File: config.mk
export PLATFORM = sky130hd
export DESIGN_NAME = wdog_top
export DESIGN_NICKNAME = d
export VERILOG_FILES = /design/src/rtl/wdog_pkg.sv /design/src/rtl/wdog_timebase.sv /design/src/rtl/wdog_interval.sv /design/src/rtl/wdog_pulse.sv /design/src/rtl/wdog_regs.sv /design/src/rtl/wdog_top.sv
export SDC_FILE = /design/constraint.sdc
export NUM_CORES = 1
export LEC_CHECK = 0
export ABC_AREA = 1
export ABC_CLOCK_PERIOD_IN_PS = 3730
export CORE_ASPECT_RATIO = 0.6
export CORE_MARGIN = 4
export CORE_UTILIZATION = 47
export DETAILED_ROUTE_END_ITERATION = 8
export HOLD_SLACK_MARGIN = 0.1
export PLACE_DENSITY_LB_ADDON = 0.05
export SLEW_MARGIN = 0
export SYNTH_ARGS = -nofsm -noshare
export SYNTH_HDL_FRONTEND = slang
export SYNTH_SLANG_ARGS = --single-unit
export TNS_END_PERCENT = 30
File: constraint.sdc
create_clock -name clk -period 3.73 [get_ports clk]
set_clock_uncertainty 0.2 [all_clocks]
set_input_delay 0.746 -clock clk [delete_from_list [all_inputs] [get_ports clk]]
set_output_delay 0.746 -clock clk [all_outputs]
set_load 0.05 [all_outputs]
File: src/rtl/wdog_pkg.sv
package wdog_pkg;

  localparam int DATA_W = 32;
  localparam int ADDR_W = 4;

  // bit positions decoded by software
  localparam int BIT_RSTS = 3;
  localparam int BIT_WDS  = 2;
  localparam int BIT_EN1  = 1;
  localparam int BIT_EN2  = 0;

  typedef enum logic [1:0] {
    SEL_CTL0 = 2'd0,
    SEL_CTL1 = 2'd1,
    SEL_TB   = 2'd2,
    SEL_NONE = 2'd3
  } reg_sel_e;

  function automatic reg_sel_e decode_addr(input logic [ADDR_W-1:0] a);
    reg_sel_e s;
    case (a[3:2])
      2'd0:    s = SEL_CTL0;
      2'd1:    s = SEL_CTL1;
      2'd2:    s = SEL_TB;
      default: s = SEL_NONE;
    endcase
    return s;
  endfunction

endpackage

File: src/rtl/wdog_timebase.sv
module wdog_timebase #(
  parameter int TB_W = 32
) (
  input  logic            clk,
  input  logic            rst,
  output logic [TB_W-1:0] count
);

  always_ff @(posedge clk) begin
    if (rst) count <= '0;
    else     count <= count + 1'b1;
  end

  AST_TB_STEP: assert property (@(posedge clk) disable iff (rst)
    1'b1 |=> (count == $past(count) + 1'b1)) else $error("timebase step");

endmodule

File: src/rtl/wdog_interval.sv
module wdog_interval #(
  parameter int INTERVAL_W = 16
) (
  input  logic clk,
  input  logic rst,
  input  logic run,
  input  logic restart,
  output logic expire
);

  logic [INTERVAL_W-1:0] cnt_q;

  // counter is held at zero while stopped, so enabling starts a full interval
  always_ff @(posedge clk) begin
    if (rst || !run || restart) cnt_q <= '0;
    else                        cnt_q <= cnt_q + 1'b1;
  end

  assign expire = run && !restart && (&cnt_q);

  AST_EXPIRE_WRAPS: assert property (@(posedge clk) disable iff (rst)
    expire |=> (cnt_q == '0)) else $error("interval wrap");

endmodule

File: src/rtl/wdog_pulse.sv
module wdog_pulse #(
  parameter int PULSE_W = 16
) (
  input  logic clk,
  input  logic rst,
  input  logic fire,
  output logic req
);

  localparam int PC_W = $clog2(PULSE_W + 1);

  logic [PC_W-1:0] left_q;

  always_ff @(posedge clk) begin
    if (rst) begin
      left_q <= '0;
      req    <= 1'b0;
    end else if (fire) begin
      left_q <= PC_W'(PULSE_W);
      req    <= 1'b1;
    end else begin
      if (left_q != '0) left_q <= left_q - 1'b1;
      req <= (left_q > PC_W'(1));
    end
  end

  AST_PULSE_START: assert property (@(posedge clk) disable iff (rst)
    fire |=> req) else $error("pulse start");

endmodule

File: src/rtl/wdog_regs.sv
module wdog_regs
  import wdog_pkg::*;
#(
  parameter int TB_W        = 32,
  parameter bit ENABLE_ONCE = 1'b0
) (
  input  logic              clk,
  input  logic              rst,
  input  logic              wr,
  input  logic [ADDR_W-1:0] addr,
  input  logic [DATA_W-1:0] wdata,
  input  logic [TB_W-1:0]   tb_count,
  input  logic              expire,
  output logic              run,
  output logic              restart,
  output logic              fire,
  output logic              rsts,
  output logic              irq,
  output logic [DATA_W-1:0] rdata
);

  reg_sel_e sel;
  logic     wr0, wr1;
  logic     en1_q, en2_q, wds_q, rsts_q, irq_q;
  logic     en1_n, en2_n, wds_n, rsts_n;
  logic     lock;
  logic [DATA_W-1:0] tb_ext;
  logic     unused_bits;

  assign sel = decode_addr(addr);
  assign wr0 = wr && (sel == SEL_CTL0);
  assign wr1 = wr && (sel == SEL_CTL1);

  assign restart = wr0 && wdata[BIT_RSTS] && wdata[BIT_WDS];
  assign fire    = expire && wds_q;
  assign run     = en1_q && en2_q;

  always_comb begin
    en1_n = en1_q;
    en2_n = en2_q;
    if (wr0) en1_n = lock ? 1'b1 : wdata[BIT_EN1];
    if (wr1) en2_n = lock ? 1'b1 : wdata[BIT_EN2];

    // an expiry sets the state bit and wins over a same-cycle clear
    if (expire)                     wds_n = 1'b1;
    else if (wr0 && wdata[BIT_WDS]) wds_n = 1'b0;
    else                            wds_n = wds_q;

    if (fire)                        rsts_n = 1'b1;
    else if (wr0 && wdata[BIT_RSTS]) rsts_n = 1'b0;
    else                             rsts_n = rsts_q;
  end

  always_ff @(posedge clk) begin
    if (rst) begin
      en1_q  <= 1'b0;
      en2_q  <= 1'b0;
      wds_q  <= 1'b0;
      rsts_q <= 1'b0;
      irq_q  <= 1'b0;
    end else begin
      en1_q  <= en1_n;
      en2_q  <= en2_n;
      wds_q  <= wds_n;
      rsts_q <= rsts_n;
      irq_q  <= wds_n && en1_n && en2_n;
    end
  end

  generate
    if (ENABLE_ONCE) begin : g_lock
      logic lock_q;
      always_ff @(posedge clk) begin
        if (rst)                 lock_q <= 1'b0;
        else if (en1_n && en2_n) lock_q <= 1'b1;
      end
      assign lock = lock_q;

      AST_LOCK_HOLDS: assert property (@(posedge clk) disable iff (rst)
        lock_q |=> (en1_q && en2_q)) else $error("lock released");
    end else begin : g_nolock
      assign lock = 1'b0;
    end
  endgenerate

  always_comb begin
    tb_ext = '0;
    tb_ext[TB_W-1:0] = tb_count;
  end

  always_ff @(posedge clk) begin
    if (rst) rdata <= '0;
    else begin
      rdata <= '0;
      case (sel)
        SEL_CTL0: begin
          rdata[BIT_RSTS] <= rsts_q;
          rdata[BIT_WDS]  <= wds_q;
          rdata[BIT_EN1]  <= en1_q;
        end
        SEL_CTL1: rdata[BIT_EN2] <= en2_q;
        SEL_TB:   rdata <= tb_ext;
        default:  rdata <= '0;
      endcase
    end
  end

  assign rsts = rsts_q;
  assign irq  = irq_q;
  assign unused_bits = ^{wdata[DATA_W-1:4], addr[1:0]};

  AST_IRQ_LEVEL: assert property (@(posedge clk) disable iff (rst)
    irq_q == (wds_q && en1_q && en2_q)) else $error("irq level");
  AST_FIRE_FLAGS: assert property (@(posedge clk) disable iff (rst)
    fire |=> rsts_q) else $error("reset status");
  AST_FIRST_EXPIRY: assert property (@(posedge clk) disable iff (rst)
    (expire && !wds_q) |=> wds_q) else $error("first expiry");
  AST_STOPPED_QUIET: assert property (@(posedge clk) disable iff (rst)
    !run |-> !expire) else $error("expiry while stopped");

endmodule

File: src/rtl/wdog_top.sv
module wdog_top
  import wdog_pkg::*;
#(
  parameter int INTERVAL_W  = 16,
  parameter int PULSE_W     = 16,
  parameter int TB_W        = 32,
  parameter bit ENABLE_ONCE = 1'b0
) (
  input  logic              clk,
  input  logic              rst,
  input  logic              bus_wr,
  input  logic [ADDR_W-1:0] bus_addr,
  input  logic [DATA_W-1:0] bus_wdata,
  output logic [DATA_W-1:0] bus_rdata,
  output logic              irq,
  output logic              sys_rst_req,
  output logic              rst_flag
);

  logic [TB_W-1:0] tb_count;
  logic run, restart, expire, fire;

  wdog_timebase #(.TB_W(TB_W)) u_tb (
    .clk(clk), .rst(rst), .count(tb_count)
  );

  wdog_interval #(.INTERVAL_W(INTERVAL_W)) u_ivl (
    .clk(clk), .rst(rst), .run(run), .restart(restart), .expire(expire)
  );

  wdog_regs #(.TB_W(TB_W), .ENABLE_ONCE(ENABLE_ONCE)) u_regs (
    .clk(clk), .rst(rst), .wr(bus_wr), .addr(bus_addr), .wdata(bus_wdata),
    .tb_count(tb_count), .expire(expire), .run(run), .restart(restart),
    .fire(fire), .rsts(rst_flag), .irq(irq), .rdata(bus_rdata)
  );

  wdog_pulse #(.PULSE_W(PULSE_W)) u_pulse (
    .clk(clk), .rst(rst), .fire(fire), .req(sys_rst_req)
  );

  AST_REQ_FLAGGED: assert property (@(posedge clk) disable iff (rst)
    $rose(sys_rst_req) |-> rst_flag) else $error("req without flag");

endmodule

==> summary.md, run 1 <==
| Metric | Value |
|---|---|
| Status | `completed` |
| Total of max-cap violations | `0` |
| Clk buf depth | `2` |
| Synth unique cells | `29` |
| Vias per cell | `4.80` |
| Port Buf Inserts | `43` |
| Core area | `0.00795 mm2` |
| Starting density of the core | `0.489` |
| CTS tree | `built` |
| Worst EP required | `3.81 ns` |
| Inst Count DP | `681` |
| DR pass1 iterations | `4` |
| Die width | `125 um` |
| Slew @ Worst Pin | `0.657 ns` |
| Worst Hold Class | `flop to flop` |
| Share of layout cells above drive strength 1 | `0.0782` |
| R2r setup slk | `1.95 ns` |
| Worst VDD drop | `0.000273 V` |
| Rel. slew slack | `0.561` |
| Clk slew on worst S/H paths | `0.06 ns` |
| Initial DRC Count | `256` |
| Hold Crit Depth | `1` |
| Worst Setup Start Kind | `primary input` |
| Clock share of power | `0.428` |
| GRT Overall Usage | `0.187` |
| Number of antenna violations at the first check in global routing | `0` |
| Crit-path max cell delay | `0.49 ns` |
| Final Cycle Share | `0.710` |
| CTS Sinks | `91` |
| Avg Inst Size Synth | `7.24 um2` |
| TritonCTS buffer count | `9` |
| Crit. Startpoint | `bus_addr[2]` |
| Final non-filler cell total | `696` |
| FF-to-FF path depth | `7` |
| Die Y | `78.4 um` |
| Syn_nets | `582` |
| Root Buffer | `clkbuf_16` |
| # diodes | `0` |
| Worst Path Buf+Inv | `2` |
| Seq cells post-synth | `91` |
| P_sw | `0.000472 W` |
| Commonest non-fill, non-tap cell in the layout | `nand2_1` |
| WS Path Type | `primary input to flop` |
| Fin util | `0.594` |
| Internal power | `0.00162 W` |
| Post-CTS sizing | `0` |
| Combinational share of power | `0.089` |
| DIE AREA | `0.00983 mm2` |
| Cell area after synthesis | `0.00388 mm2` |
| CP max FO | `16` |
| Clk_lat worst skew | `0.33 ns` |
| Leading cell types in the layout, fill and taps excluded | `nand2_1, nor2_1, dfxtp_1` |
| Pin count of the biggest net entering global routing | `30` |
| Fin nets | `630` |
| Crit. path cell count | `7` |
| Setup crit end | `u_ivl.cnt_q[4]` |
| Final critical-path required period | `2.65 ns` |
| Crit path max-delay cell type | `clkdlybuf4s50_1` |
| Ys Warns | `0` |
| Layout area overhead | `21.7%` |
| Global-route wire length before repair | `14600 um` |
| CP Cell Sequence | `clkdlybuf4s50_1 -> inv_1 -> ha_1 -> nand4_1 -> nand3_1 -> a21oi_1 -> o21a_1` |
| GR Overflow Total | `0` |
| WL/cell | `12.3 um` |
| Max Freq | `0.378 GHz` |
| Leakage | `1.58 nW` |
| Final setup vio count | `0` |
| Setup TNS | `0 ns` |
| GP Congestion | `0.890` |
| Post-DP HPWL | `6420 um` |
| RSZ-0062 raised after global routing | `no` |
| H-tree depth | `3` |
| Post-CTS setup buffers | `0` |
| Vias post-DR | `3339` |
| Sequential cell area fraction in the yosys report | `0.469` |
| Ports | `74` |
| Power per cell area | `442 mW/mm2` |
| CP top delay family | `simple AND/OR/NAND/NOR gates` |
| CP Capture Type | `flop` |
| # hold bufs at CTS | `0` |
| CP Data Arrival Time | `2.73 ns` |
| Slew Limit Fails | `0` |
| Antenna Nets Post-Route | `0` |
| RR Startpoint | `u_tb.count[0]` |
| Vias in the first global route | `3054` |
| Hold Vio Cnt, Final | `0` |
| Gate Count Post-Synth | `536` |
| Standard-cell rows | `25` |
| Sequential power share | `0.483` |
| Routed wire length | `8540 um` |
| DR DRC count | `0` |
| Switching Share | `0.226` |
| RR Endpoint | `u_tb.count[12]` |
## power by group through the flow
| stage | clock, W | sequential [W] | combinational (W) |
|---|---|---|---|
| 4_1_cts | 0.000912 | 0.00101 | 0.000187 |
| 6_report | 0.000894 | 0.00101 | 0.000186 |
| 3_3_place_gp | 0 | 0.00103 | 0.000180 |
| 2_1_floorplan | 0 | 0.00105 | 0.000118 |
| 3_5_place_dp | 0 | 0.00103 | 0.000186 |
| 5_1_grt | 0.000967 | 0.00101 | 0.000213 |
## through the flow
step	setup WS, ns	instance area (um2)	power [W]	hold slack [ns]
global route	0.877	4720	0.00219	0.291
detailed placement	0.771	4430	0.00122	0.240
finish	1.08	4720	0.00209	0.243
CTS	1.11	4720	0.00211	0.250
floorplan	1.81	3880	0.00117	0.218
global placement	0.734	4430	0.00121	0.232
## worst min path at each step
stage                               from               end  slack (ns)
final                     u_ivl.cnt_q[0]    u_ivl.cnt_q[0]        0.24
after global routing      u_tb.count[30]  u_regs.rdata[30]        0.29
after CTS                 u_ivl.cnt_q[0]    u_ivl.cnt_q[0]        0.25
after detailed placement  u_ivl.cnt_q[0]    u_ivl.cnt_q[0]        0.24
after global placement    u_ivl.cnt_q[0]    u_ivl.cnt_q[0]        0.23
after floorplan           u_ivl.cnt_q[0]    u_ivl.cnt_q[0]        0.22
## metal layers
layer / track usage / wire length (um)
met1: 0.284 / 4610
met2: 0.254 / 3200
met3: 0.0578 / 665
met4: 0.0487 / 57
met5: 0 / 0
## state kept, by name, summed over array words and instances, names as in the netlist
| name | flops |
|---|---|
| u_regs.rdata | 32 |
| u_tb.count | 32 |
| u_ivl.cnt_q | 16 |
| u_pulse.left_q | 5 |
| u_pulse.req | 1 |
| u_regs.en1_q | 1 |
| u_regs.en2_q | 1 |
| u_regs.irq | 1 |
| u_regs.rsts | 1 |
| u_regs.wds_q | 1 |
## area by class of cell
cell class	instances	area [um2]
clock buffers	13	260
clock inverters	2	35.0
fillers	770	3220
inverters	61	229
multi-input cells	376	1800
flip-flops and latches	91	1820
well taps	108	135
repair buffers	45	445
## synthesized netlist by cell type, drive strengths merged
master	number	area (um2)
a31oi	1	6.26
nor3b	1	7.51
nand4	4	25.0
buf	4	20.0
a21boi	1	7.51
inv	60	225
nand3b	3	26.3
nand2	137	547
o21a	3	22.5
clkinv	1	3.75
nor3	5	30.0
or2	4	25.0
nand3	28	140
ha	7	87.6
dfxtp	91	1820
a21oi	46	234
nor2	115	518
o21ai	17	85.1
clkbuf	4	15.0
xor2	4	35.0
## cell families (layout without fill, tap and decap cells)
kind of cell,count (synthesis),count (layout),share of synthesized area
XOR/XNOR,4,4,0.00902
AND/OR/NAND/NOR,297,297,0.340
adder cells (fa/ha/maj),7,7,0.0226
buffers and inverters,69,121,0.0680
flip-flops,91,91,0.469
AO/OA/AOI/OAI,68,68,0.0915
Note: power is estimated with default switching activity, not from simulation.
==> inputs of run 2 (changes only) <==
--- a/config.mk
+++ b/config.mk
@@ -6,7 +6,7 @@
 export NUM_CORES = 1
 export LEC_CHECK = 0
 export ABC_AREA = 1
-export ABC_CLOCK_PERIOD_IN_PS = 3730
+export ABC_CLOCK_PERIOD_IN_PS = 2300
 export CORE_ASPECT_RATIO = 0.6
 export CORE_MARGIN = 4
 export CORE_UTILIZATION = 47
==> constraint.sdc (replaced) <==
create_clock -name clk -period 2.3 [get_ports clk]
set_clock_uncertainty 0.2 [all_clocks]
set_input_delay 0.46 -clock clk [delete_from_list [all_inputs] [get_ports clk]]
set_output_delay 0.46 -clock clk [all_outputs]
set_load 0.05 [all_outputs]
==> run 2 against run 1 <==
Compared with the run above:
- via count rose by 1.7%
- first-iteration DRC count increased by 8.2%
- worst hold slack about the same
- clock power increased by 62%
- sequential cell count is the same
- worst setup slack lost 0.95 ns
- utilization up 0.55 points
- die area did not move
- routed wire length up 3.8%
- register-to-register slack got worse by 1.5 ns
- non-clock buffer count increased by 6
- final area rose by 0.93%
- largest power group unchanged
- highest routed layer unchanged
==> summary.md, run 2 (synthesized netlist as in run 1, its figures left out) <==
| Metric | Value |
|---|---|
| RR Startpoint | `u_tb.count[0]` |
| Slew Limit Fails | `0 (unchanged)` |
| WL/cell | `12.6 um (+2.8%)` |
| Setup crit end | `rst_flag` |
| Clk_lat worst skew | `0.34 ns (about the same)` |
| GRT Overall Usage | `0.192 (+0.00514)` |
| RR Endpoint | `u_tb.count[12]` |
| Port Buf Inserts | `43 (unchanged)` |
| GP Congestion | `0.872 (-2.0%)` |
| Number of antenna violations at the first check in global routing | `0 (unchanged)` |
| Clk buf depth | `2 (unchanged)` |
| Top flop regs | `u_regs.rdata: 32 flops, u_tb.count: 32 flops, u_ivl.cnt_q: 16 flops` |
| P_sw | `0.000829 W (+76%)` |
| R2r setup slk | `0.48 ns (-1.47 ns)` |
| Worst VDD drop | `0.000442 V (+62%)` |
| Vias in the first global route | `3190 (+4.5%)` |
| Hold Vio Cnt, Final | `0 (unchanged)` |
| Standard-cell rows | `25 (unchanged)` |
| Layout area overhead | `22.8%` |
| Fin nets | `636 (+0.95%)` |
| Slew @ Worst Pin | `0.508 ns (-0.150 ns)` |
| Post-route setup slack | `0.128 ns (-0.954 ns)` |
| # diodes | `0 (unchanged)` |
| Post-DP HPWL | `6700 um (+4.3%)` |
| RSZ-0062 raised after global routing | `no` |
| Core area | `0.00795 mm2 (unchanged)` |
| Final Cycle Share | `0.944` |
| WHS | `0.243 ns (+0.0000550 ns)` |
| Crit. path cell count | `1 (-6)` |
| Switching Share | `0.244 (+0.0183)` |
| Status | `completed` |
| Setup TNS | `0 ns (unchanged)` |
| Crit path max-delay cell type | `clkdlybuf4s50_1` |
| CTS tree | `built` |
| Rel. slew slack | `0.661 (+0.0998)` |
| Share of layout cells above drive strength 1 | `0.0924 (+0.0142)` |
| Max Freq | `0.460 GHz` |
| Initial DRC Count | `277 (+8.2%)` |
| Final setup vio count | `0 (unchanged)` |
| Crit. Startpoint | `u_regs.rsts` |
| Starting density of the core | `0.489 (unchanged)` |
| Worst Path Buf+Inv | `1 (-1)` |
| Power per cell area | `712 mW/mm2 (+61%)` |
| Die width | `125 um (unchanged)` |
| # hold bufs at CTS | `0 (unchanged)` |
| Post-place setup slack | `0.101 ns (-0.670 ns)` |
| DIE AREA | `0.00983 mm2 (unchanged)` |
| Clock share of power | `0.427 (about the same)` |
| Clk slew on worst S/H paths | `0.06 ns (about the same)` |
| CTS Sinks | `91 (unchanged)` |
| CP Cell Sequence | `clkdlybuf4s50_1` |
| Post-CTS sizing | `0 (unchanged)` |
| Ports | `74 (unchanged)` |
| Fillers | `734 (-4.7%)` |
| CP Capture Type | `output pin` |
| DR pass1 iterations | `5 (+1)` |
| Leading cell types in the layout, fill and taps excluded | `nand2_1, nor2_1, dfxtp_1` |
| WS Path Type | `flop to output pin` |
| GR Overflow Total | `0 (unchanged)` |
| DR DRC count | `0 (unchanged)` |
| Routed wire length | `8860 um (+3.8%)` |
| Total of max-cap violations | `0 (unchanged)` |
| Internal power | `0.00257 W (+59%)` |
| Sequential power share | `0.481 (-0.002)` |
| CP Data Arrival Time | `1.51 ns (-1.22 ns)` |
| Pin count of the biggest net entering global routing | `30 (unchanged)` |
| Final critical-path required period | `2.17 ns` |
| Global-route wire length before repair | `15200 um (+4.4%)` |
| Crit-path max cell delay | `0.82 ns (+0.33 ns)` |
| Post-CTS setup buffers | `0 (unchanged)` |
| Worst EP required | `1.64 ns (-2.17 ns)` |
| Combinational share of power | `0.091 (+0.002)` |
| CP max FO | `3 (-13)` |
| Vias per cell | `4.83 (+0.69%)` |
| FF-to-FF path depth | `7 (unchanged)` |
| Area post-placement | `0.00447 mm2 (+1.0%)` |
| Vias post-DR | `3396 (+1.7%)` |
| Root Buffer | `clkbuf_16` |
| TritonCTS buffer count | `9 (unchanged)` |
| Cell area after layout | `0.00477 mm2 (+0.93%)` |
| Commonest non-fill, non-tap cell in the layout | `nand2_1` |
| Worst Setup Start Kind | `flop` |
| Leakage | `1.60 nW (+1.4%)` |
| Worst Hold Class | `flop to flop` |
| H-tree depth | `3 (unchanged)` |
| Antenna Nets Post-Route | `0 (unchanged)` |
| Pwr Total | `0.00340 W (+63%)` |
| CP top delay family | `buffers and inverters` |
| Die Y | `78.4 um (unchanged)` |
[run 2: cell count changes in the layout (fill, tap and decap cells not counted), sizes merged]
| cell | change |
|---|---|
| buf | +6 |
| clkinvlp | +2 |
| clkbuf | -4 |
| clkinv | +3 |
[run 2: worst min path at each step]
stage | startpoint | endpoint | slack (ns) | cells after the start
final | u_ivl.cnt_q[0] | u_ivl.cnt_q[0] | 0.24 | 1
after global routing | u_ivl.cnt_q[0] | u_ivl.cnt_q[0] | 0.28 | 1
after CTS | u_ivl.cnt_q[0] | u_ivl.cnt_q[0] | 0.25 | 1
after detailed placement | u_ivl.cnt_q[0] | u_ivl.cnt_q[0] | 0.24 | 1
after global placement | u_ivl.cnt_q[0] | u_ivl.cnt_q[0] | 0.23 | 1
after floorplan | u_ivl.cnt_q[0] | u_ivl.cnt_q[0] | 0.22 | 1
[run 2: area by class of cell]
cell class / instances / area (um2) / share of cell area
Timing Repair Buffer: 51 / 490 / 0.103
Multi-Input combinational cell: 376 / 1800 / 0.377
Clock inverter: 7 / 68.8 / 0.0144
Tap cell: 108 / 135 / 0.0283
Clock buffer: 9 / 225 / 0.0472
Sequential cell: 91 / 1820 / 0.382
Inverter: 61 / 229 / 0.0480
[run 2: routing by layer]
metal	routed length (um)	track usage	part of all wire	vias up
met5	0	0	0	-
met4	65	0.0574	0.0073	0
met3	751	0.0707	0.085	11
met2	3270	0.255	0.37	104
met1	4770	0.286	0.54	1492
li1	-	-	-	1789
[run 2: worst register-to-register path, cell delays in order, from the launching register on]
cell and delay, ns:
dfxtp_1 0.48, ha_1 0.25, nand2_2 0.11, nor2_8 0.20
nand2_4 0.12, nor2_2 0.14, xor2_1 0.15, nor2_1 0.05
[run 2: power by group through the flow]
stage	Sequential (W)	Clock [W]	Combinational (W)
detailed placement	0.00167	0	0.000306
finish	0.00164	0.00145	0.000311
CTS	0.00164	0.00149	0.000309
global placement	0.00167	0	0.000301
global route	0.00164	0.00155	0.000357
floorplan	0.00170	0	0.000191
[run 2: per-stage QoR]
step / std cells / util
2_1_floorplan: 536 / -
3_3_place_gp: 687 / 0.563
3_5_place_dp: 687 / 0.563
4_1_cts: 703 / 0.600
5_1_grt: 703 / 0.600
6_report: 703 / 0.600
